===== config.mk =====
export PLATFORM = sky130hd
export DESIGN_NAME = aud_serial_tx
export DESIGN_NICKNAME = d
export VERILOG_FILES = /design/src/rtl/aud_tx_pkg.sv /design/src/rtl/aud_tx_bitclk.sv /design/src/rtl/aud_tx_framer.sv /design/src/rtl/aud_tx_unpack.sv /design/src/rtl/aud_serial_tx.sv
export SDC_FILE = /design/constraint.sdc
export NUM_CORES = 1
export LEC_CHECK = 0
export ABC_AREA = 1
export CAP_MARGIN = 15
export CORE_MARGIN = 2
export CORE_UTILIZATION = 40
export DETAILED_ROUTE_END_ITERATION = 10
export PLACE_DENSITY_LB_ADDON = 0.3
export SYNTH_ARGS = -nofsm -noshare
export SYNTH_HDL_FRONTEND = slang
export SYNTH_SLANG_ARGS = --single-unit

===== constraint.sdc =====
create_clock -name clk -period 8.5 [get_ports clk]
set_clock_uncertainty 0.15 [all_clocks]
set_input_delay 2.125 -clock clk [delete_from_list [all_inputs] [get_ports clk]]
set_output_delay 2.125 -clock clk [all_outputs]
set_load 0.005 [all_outputs]

===== src/rtl/aud_tx_pkg.sv =====
package aud_tx_pkg;
    typedef enum logic [1:0] {
        FMT_CLASSIC = 2'd0,
        FMT_PULSE   = 2'd1,
        FMT_LONG    = 2'd2,
        FMT_HALF    = 2'd3
    } fmt_e;

    typedef enum logic [1:0] {
        ST_IDLE  = 2'd0,
        ST_LEAD  = 2'd1,
        ST_SHIFT = 2'd2
    } st_e;
endpackage


===== src/rtl/aud_tx_bitclk.sv =====
module aud_tx_bitclk #(
    parameter int DIV_W = 16
) (
    input  logic             clk,
    input  logic             rst_n,
    input  logic             run,
    input  logic [DIV_W-1:0] div,
    output logic             tick,
    output logic             sck_raw
);
    logic [DIV_W-1:0] cnt;

    assign tick    = run && (cnt == div - DIV_W'(1));
    assign sck_raw = run && (cnt >= (div >> 1));

    always_ff @(posedge clk or negedge rst_n) begin
        if (!rst_n)
            cnt <= '0;
        else if (!run || tick)
            cnt <= '0;
        else
            cnt <= cnt + DIV_W'(1);
    end
endmodule


===== src/rtl/aud_tx_framer.sv =====
module aud_tx_framer import aud_tx_pkg::*; #(
    parameter int FL_W = 12
) (
    input  logic            clk,
    input  logic            rst_n,
    input  logic            adv,
    input  logic            restart,
    input  logic            halt,
    input  fmt_e            fmt,
    input  logic [5:0]      wlen,
    input  logic [FL_W-1:0] flen,
    output logic            ws_raw
);
    logic [FL_W-1:0] fpos, p_nxt, wl;
    logic            ws_nxt;

    assign wl = FL_W'(wlen);

    always_comb begin
        if (restart || fpos == flen - FL_W'(1))
            p_nxt = '0;
        else
            p_nxt = fpos + FL_W'(1);
        unique case (fmt)
            FMT_CLASSIC: ws_nxt = (p_nxt >= wl);
            FMT_PULSE:   ws_nxt = (p_nxt == '0);
            FMT_LONG:    ws_nxt = (p_nxt < wl);
            FMT_HALF:    ws_nxt = (p_nxt < (flen >> 1));
            default:     ws_nxt = 1'b0;
        endcase
    end

    always_ff @(posedge clk or negedge rst_n) begin
        if (!rst_n) begin
            fpos   <= '0;
            ws_raw <= 1'b0;
        end else if (halt) begin
            fpos   <= '0;
            ws_raw <= 1'b0;
        end else if (adv) begin
            fpos   <= p_nxt;
            ws_raw <= ws_nxt;
        end
    end
endmodule


===== src/rtl/aud_tx_unpack.sv =====
module aud_tx_unpack (
    input  logic        clk,
    input  logic        rst_n,
    input  logic        adv,
    input  logic        restart,
    input  logic        dummy,
    input  logic        halt,
    input  logic [5:0]  wlen,
    input  logic [31:0] fifo_data,
    input  logic        fifo_empty,
    input  logic        err_clr,
    output logic        fifo_pop,
    output logic        sd,
    output logic        err
);
    logic [31:0] sh, raw_word, aligned;
    logic [15:0] hold_hi;
    logic [5:0]  left;
    logic        half, packed_w, eff_half, need_word, need_entry, under;

    always_comb begin
        packed_w   = (wlen <= 6'd16);
        eff_half   = restart ? 1'b0 : half;
        need_word  = adv && !dummy && (restart || left == 6'd0);
        need_entry = need_word && (!packed_w || !eff_half);
        under      = need_entry && fifo_empty;
        if (!packed_w)
            raw_word = under ? 32'h0 : fifo_data;
        else if (!eff_half)
            raw_word = under ? 32'h0 : {16'h0, fifo_data[15:0]};
        else
            raw_word = {16'h0, hold_hi};
        aligned = raw_word << (6'd32 - wlen);
    end

    assign fifo_pop = need_entry && !fifo_empty;

    always_ff @(posedge clk or negedge rst_n) begin
        if (!rst_n) begin
            sh <= '0; hold_hi <= '0; left <= '0;
            half <= 1'b0; sd <= 1'b0; err <= 1'b0;
        end else begin
            if (halt) begin
                sd <= 1'b0;
            end else if (adv) begin
                if (dummy) begin
                    sd   <= 1'b0;
                    left <= '0;
                    half <= 1'b0;
                end else if (need_word) begin
                    sd   <= aligned[31];
                    sh   <= {aligned[30:0], 1'b0};
                    left <= wlen - 6'd1;
                    half <= packed_w ? !eff_half : 1'b0;
                    if (need_entry)
                        hold_hi <= under ? 16'h0 : fifo_data[31:16];
                end else begin
                    sd   <= sh[31];
                    sh   <= {sh[30:0], 1'b0};
                    left <= left - 6'd1;
                end
            end
            if (under)
                err <= 1'b1;
            else if (err_clr)
                err <= 1'b0;
        end
    end
endmodule


===== src/rtl/aud_serial_tx.sv =====
module aud_serial_tx import aud_tx_pkg::*; #(
    parameter int DIV_W = 16,
    parameter int CH_W  = 8
) (
    input  logic             clk,
    input  logic             rst_n,
    input  logic             enable,
    input  logic [1:0]       cfg_fmt,
    input  logic [5:0]       cfg_wlen,
    input  logic [CH_W-1:0]  cfg_chans,
    input  logic [DIV_W-1:0] cfg_div,
    input  logic             cfg_sck_inv,
    input  logic             cfg_ws_inv,
    input  logic [31:0]      fifo_data,
    input  logic             fifo_empty,
    output logic             fifo_pop,
    input  logic             err_clr,
    output logic             sck,
    output logic             ws,
    output logic             sd,
    output logic             err
);
    localparam int FL_W   = 12;
    localparam int FULL_W = CH_W + 6;

    fmt_e              fmt;
    st_e               state, nxt;
    logic [FULL_W-1:0] flen_full;
    logic [FL_W-1:0]   flen;
    logic              cfg_ok, running, start, adv, dummy, halt, tick, sck_raw, ws_raw;

    assign fmt       = fmt_e'(cfg_fmt);
    assign flen_full = (fmt == FMT_CLASSIC) ? FULL_W'({cfg_wlen, 1'b0})
                                            : FULL_W'(cfg_chans) * FULL_W'(cfg_wlen);
    assign flen      = FL_W'(flen_full);
    assign cfg_ok    = (cfg_wlen >= 6'd4) && (cfg_wlen <= 6'd32)
                    && (flen_full >= FULL_W'(4)) && (flen_full <= FULL_W'(2048))
                    && (cfg_div >= DIV_W'(2));

    always_comb begin
        nxt = state;
        unique case (state)
            ST_IDLE:  if (enable && cfg_ok)
                          nxt = (fmt == FMT_CLASSIC) ? ST_LEAD : ST_SHIFT;
            ST_LEAD:  if (!enable || !cfg_ok) nxt = ST_IDLE;
                      else if (tick)          nxt = ST_SHIFT;
            ST_SHIFT: if (!enable || !cfg_ok) nxt = ST_IDLE;
            default:  nxt = ST_IDLE;
        endcase
    end

    always_ff @(posedge clk or negedge rst_n) begin
        if (!rst_n) state <= ST_IDLE;
        else        state <= nxt;
    end

    always_comb begin
        running = (state != ST_IDLE);
        start   = (state == ST_IDLE) && (nxt != ST_IDLE);
        halt    = (nxt == ST_IDLE);
        adv     = start || (running && tick && !halt);
        dummy   = start && (nxt == ST_LEAD);
        sck     = sck_raw ^ cfg_sck_inv;
        ws      = ws_raw ^ cfg_ws_inv;
    end

    aud_tx_bitclk #(.DIV_W(DIV_W)) u_clk (
        .clk(clk), .rst_n(rst_n), .run(running), .div(cfg_div),
        .tick(tick), .sck_raw(sck_raw)
    );

    aud_tx_framer #(.FL_W(FL_W)) u_frm (
        .clk(clk), .rst_n(rst_n), .adv(adv), .restart(start), .halt(halt),
        .fmt(fmt), .wlen(cfg_wlen), .flen(flen), .ws_raw(ws_raw)
    );

    aud_tx_unpack u_unp (
        .clk(clk), .rst_n(rst_n), .adv(adv), .restart(start), .dummy(dummy),
        .halt(halt), .wlen(cfg_wlen), .fifo_data(fifo_data),
        .fifo_empty(fifo_empty), .err_clr(err_clr), .fifo_pop(fifo_pop),
        .sd(sd), .err(err)
    );
endmodule


==> impl_metrics.env <==
export IMPL_status="finished with violations"
export IMPL_failed_checks="setup timing"
export IMPL_dpl_cell_area_um2=11200
export IMPL_cap_violations=0
export IMPL_cp_start_kind="primary input"
export IMPL_tightest_slew_ns=1.03
export IMPL_netlist_area_um2=9820
export IMPL_max_stage_delay_ns=0.52
export IMPL_ys_seq_area_frac=0.222
export IMPL_ioPinCount=76
export IMPL_yosysWarnings=0
export IMPL_clockBufferDepth=2
export IMPL_die_w_um=161
export IMPL_cts_made_buffers=9
export IMPL_synthFlopType="dfrtp_1"
export IMPL_grt_pass1_wl_um=47700
export IMPL_setup_viol=1
export IMPL_hold_path_class="reg2reg"
export IMPL_num_rows=57
export IMPL_crit_arrival_ns=6.25
export IMPL_cts_max_level=3
export IMPL_slew_violations=0
export IMPL_final_area_um2=12200
export IMPL_fmax_mhz=117
export IMPL_vias=10400
export IMPL_core_um2=24200
export IMPL_wl_um=28900
export IMPL_dpl_worst_slack_ns=-0.947
export IMPL_path_class="in2out"
export IMPL_initial_utilization=0.405
export IMPL_crit_path_end_kind="output pin"
export IMPL_place_gp_congestion=0.919
export IMPL_grtUsageTotal=0.225
export IMPL_grt_overflow=0
export IMPL_p_per_area_nw_per_um2=194
export IMPL_fillers=2390
export IMPL_nets=1794
export IMPL_synth_edf_count=0
export IMPL_syn_num_nets=1664
export IMPL_root_buffer="clkbuf_16"
export IMPL_die_h_um=161
export IMPL_synthToLayoutAreaGrowth_pct=24.6
export IMPL_required_ns=6.23
export IMPL_leakagePower_nw=6.29
export IMPL_hpwl_um=21500
export IMPL_multi_input_comb_area_um2=6910
export IMPL_drt_iter0_drc=890
export IMPL_cts_clk_slew_worst_paths_ns=0.07
export IMPL_cts_sinks=87
export IMPL_cts_hold_fix_buffers=0
export IMPL_cts_tree="built"
export IMPL_hold_ws_ns=0.331
export IMPL_setup_slack_ns=-0.0272
export IMPL_avgRoutedWirePerCell_um=14.7
export IMPL_yosysUniqueCellTypes=53
export IMPL_grt_antenna_before_repair=0
export IMPL_netlist_instances=1507
export IMPL_drt_pre_antenna_iters=6
export IMPL_grt_max_degree=70
export IMPL_post_route_period_util=1.00
export IMPL_n_antenna_cell=0
export IMPL_vias_per_cell=5.28
export IMPL_drc_errors=0
export IMPL_port_buffers=75
export IMPL_cpMostUsedCell="nand2_2"
export IMPL_slew_headroom=0.313
export IMPL_synth_async_reset_ratio=1.00
export IMPL_regArea_um2=2180
export IMPL_dp_cells=1909
export IMPL_grt_pass1_vias=9963
export IMPL_clock_latency_ns=0.36
export IMPL_finalPower_mw=2.38
export IMPL_rsz0062_at_grt="yes"
export IMPL_fin_cells=1966
export IMPL_irDropWorstVdd_v=0.000102
export IMPL_syn_avg_cell_area_um2=6.52
export IMPL_ys_ff_latch=87
export IMPL_crit_fanout=3
export IMPL_antenna_left=0
export IMPL_timing_final_crit_period_ns=8.53
export IMPL_final_layout_size_suffix_gt1_frac=0.164
export IMPL_hold_viol_final=0
export IMPL_die_area_um2=25800
export IMPL_cp_slowest_cell="fa_1"
[final timing paths]
kind / from / end / slack, ns / cells after the start
min in group asynchronous: rst_n / u_frm.fpos[10] / 1.49 / 1
setup / recovery: cfg_chans[1] / fifo_pop / -0.03 / 29
hold / removal: u_unp.hold_hi[3] / u_unp.hold_hi[3] / 0.33 / 2
setup reg to reg: u_clk.cnt[8] / u_unp.sd / 4.53 / 20
hold reg to reg: u_unp.hold_hi[3] / u_unp.hold_hi[3] / 0.33 / 2
max in group asynchronous: rst_n / u_unp.sh[31] / 5.53 / 2
[cells by family (layout without fill, tap and decap cells)]
kind of cell             count (synthesis)  in the layout  synth area share
AND/OR/NAND/NOR                        796            796             0.363
buffers and inverters                  297            432             0.119
AO/OA/AOI/OAI                          183            183             0.112
flip-flops                              87             87             0.222
adder cells (fa/ha/maj)                 86             86             0.129
XOR/XNOR                                58             58            0.0559
[through the flow]
step | TNS, ns | utilization
5_1_grt | -0.407 | 0.505
4_1_cts | 0 | 0.495
3_3_place_gp | -0.847 | 0.463
2_1_floorplan | 0 | -
6_report | -0.0272 | 0.505
3_5_place_dp | -0.947 | 0.463
[critical path: cells and delay by family]
| kind | cells | cell delay (ns) |
|---|---|---|
| fa+ha+maj | 4 | 1.75 |
| simple gates | 15 | 1.37 |
| buf+inv | 10 | 0.99 |
[cell usage in the layout, fill, tap and decap left out, drive strengths merged, types with 3 or more instances in the layout]
cell / netlist / layout
fa: 25 / 25
a21oi: 54 / 54
xnor3: 3 / 3
dfrtp: 87 / 87
xor2: 47 / 47
o21ai: 74 / 74
clkdlybuf4s50: 0 / 59
ha: 61 / 61
clkbuf: 42 / 12
o22ai: 12 / 12
o21a: 3 / 3
clkinv: 2 / 4
nor3b: 3 / 3
nor4: 5 / 5
a2bb2oi: 14 / 14
nand4: 46 / 46
inv: 232 / 233
nand2: 363 / 363
xnor2: 8 / 8
nor2: 104 / 104
or2: 19 / 19
nor3: 16 / 16
a21boi: 12 / 12
nand3: 238 / 238
buf: 21 / 117
[power breakdown]
group / switching, mW / total (mW) / internal [mW]
logic: 0.740 / 1.38 / 0.637
registers: 0.0626 / 0.593 / 0.531
clock network: 0.178 / 0.408 / 0.230
[sequential cells by signal, indices dropped and copies added, names as in the netlist, 2 cells and up]
register,count
u_unp.sh,31
u_unp.left,6
state,2
u_frm.fpos,12
u_clk.cnt,16
u_unp.hold_hi,16
[final cells by class]
cell class | count | area share
clock buffer | 10 | 0.0187
clock inverter | 6 | 0.00552
inverter | 234 | 0.0723
multi-input combinational | 1123 | 0.565
sequential | 87 | 0.178
tap | 324 | 0.0331
timing repair buffer | 182 | 0.128
[cell usage after synthesis (17+ instances only)]
cell type | instances | share of area
xor2_1 | 47 | 0.042
nand2_1 | 356 | 0.14
dfrtp_1 | 87 | 0.22
clkbuf_1 | 41 | 0.016
nand4_1 | 45 | 0.029
nor2_1 | 97 | 0.037
nand3_1 | 236 | 0.12
fa_1 | 25 | 0.051
o21ai_0 | 62 | 0.032
inv_1 | 226 | 0.086
a21oi_1 | 54 | 0.028
or2_2 | 17 | 0.011
ha_1 | 61 | 0.078
[repair_timing]
action	CTS	global route
pin swaps	39	51
buffers inserted	36	11
gates resized for setup	109	61
endpoints found under the setup margin	1	2
[per-layer routing]
layer	GRT usage	vias to the layer above	wire, um	share of wire
met5	0	-	0	0
met3	0.0266	72	1270	0.044
met1	0.286	4818	12700	0.44
li1	-	5181	-	-
met4	0.0840	0	893	0.031
met2	0.394	303	14000	0.49
No activity file was read; power rests on OpenSTA's default activity.
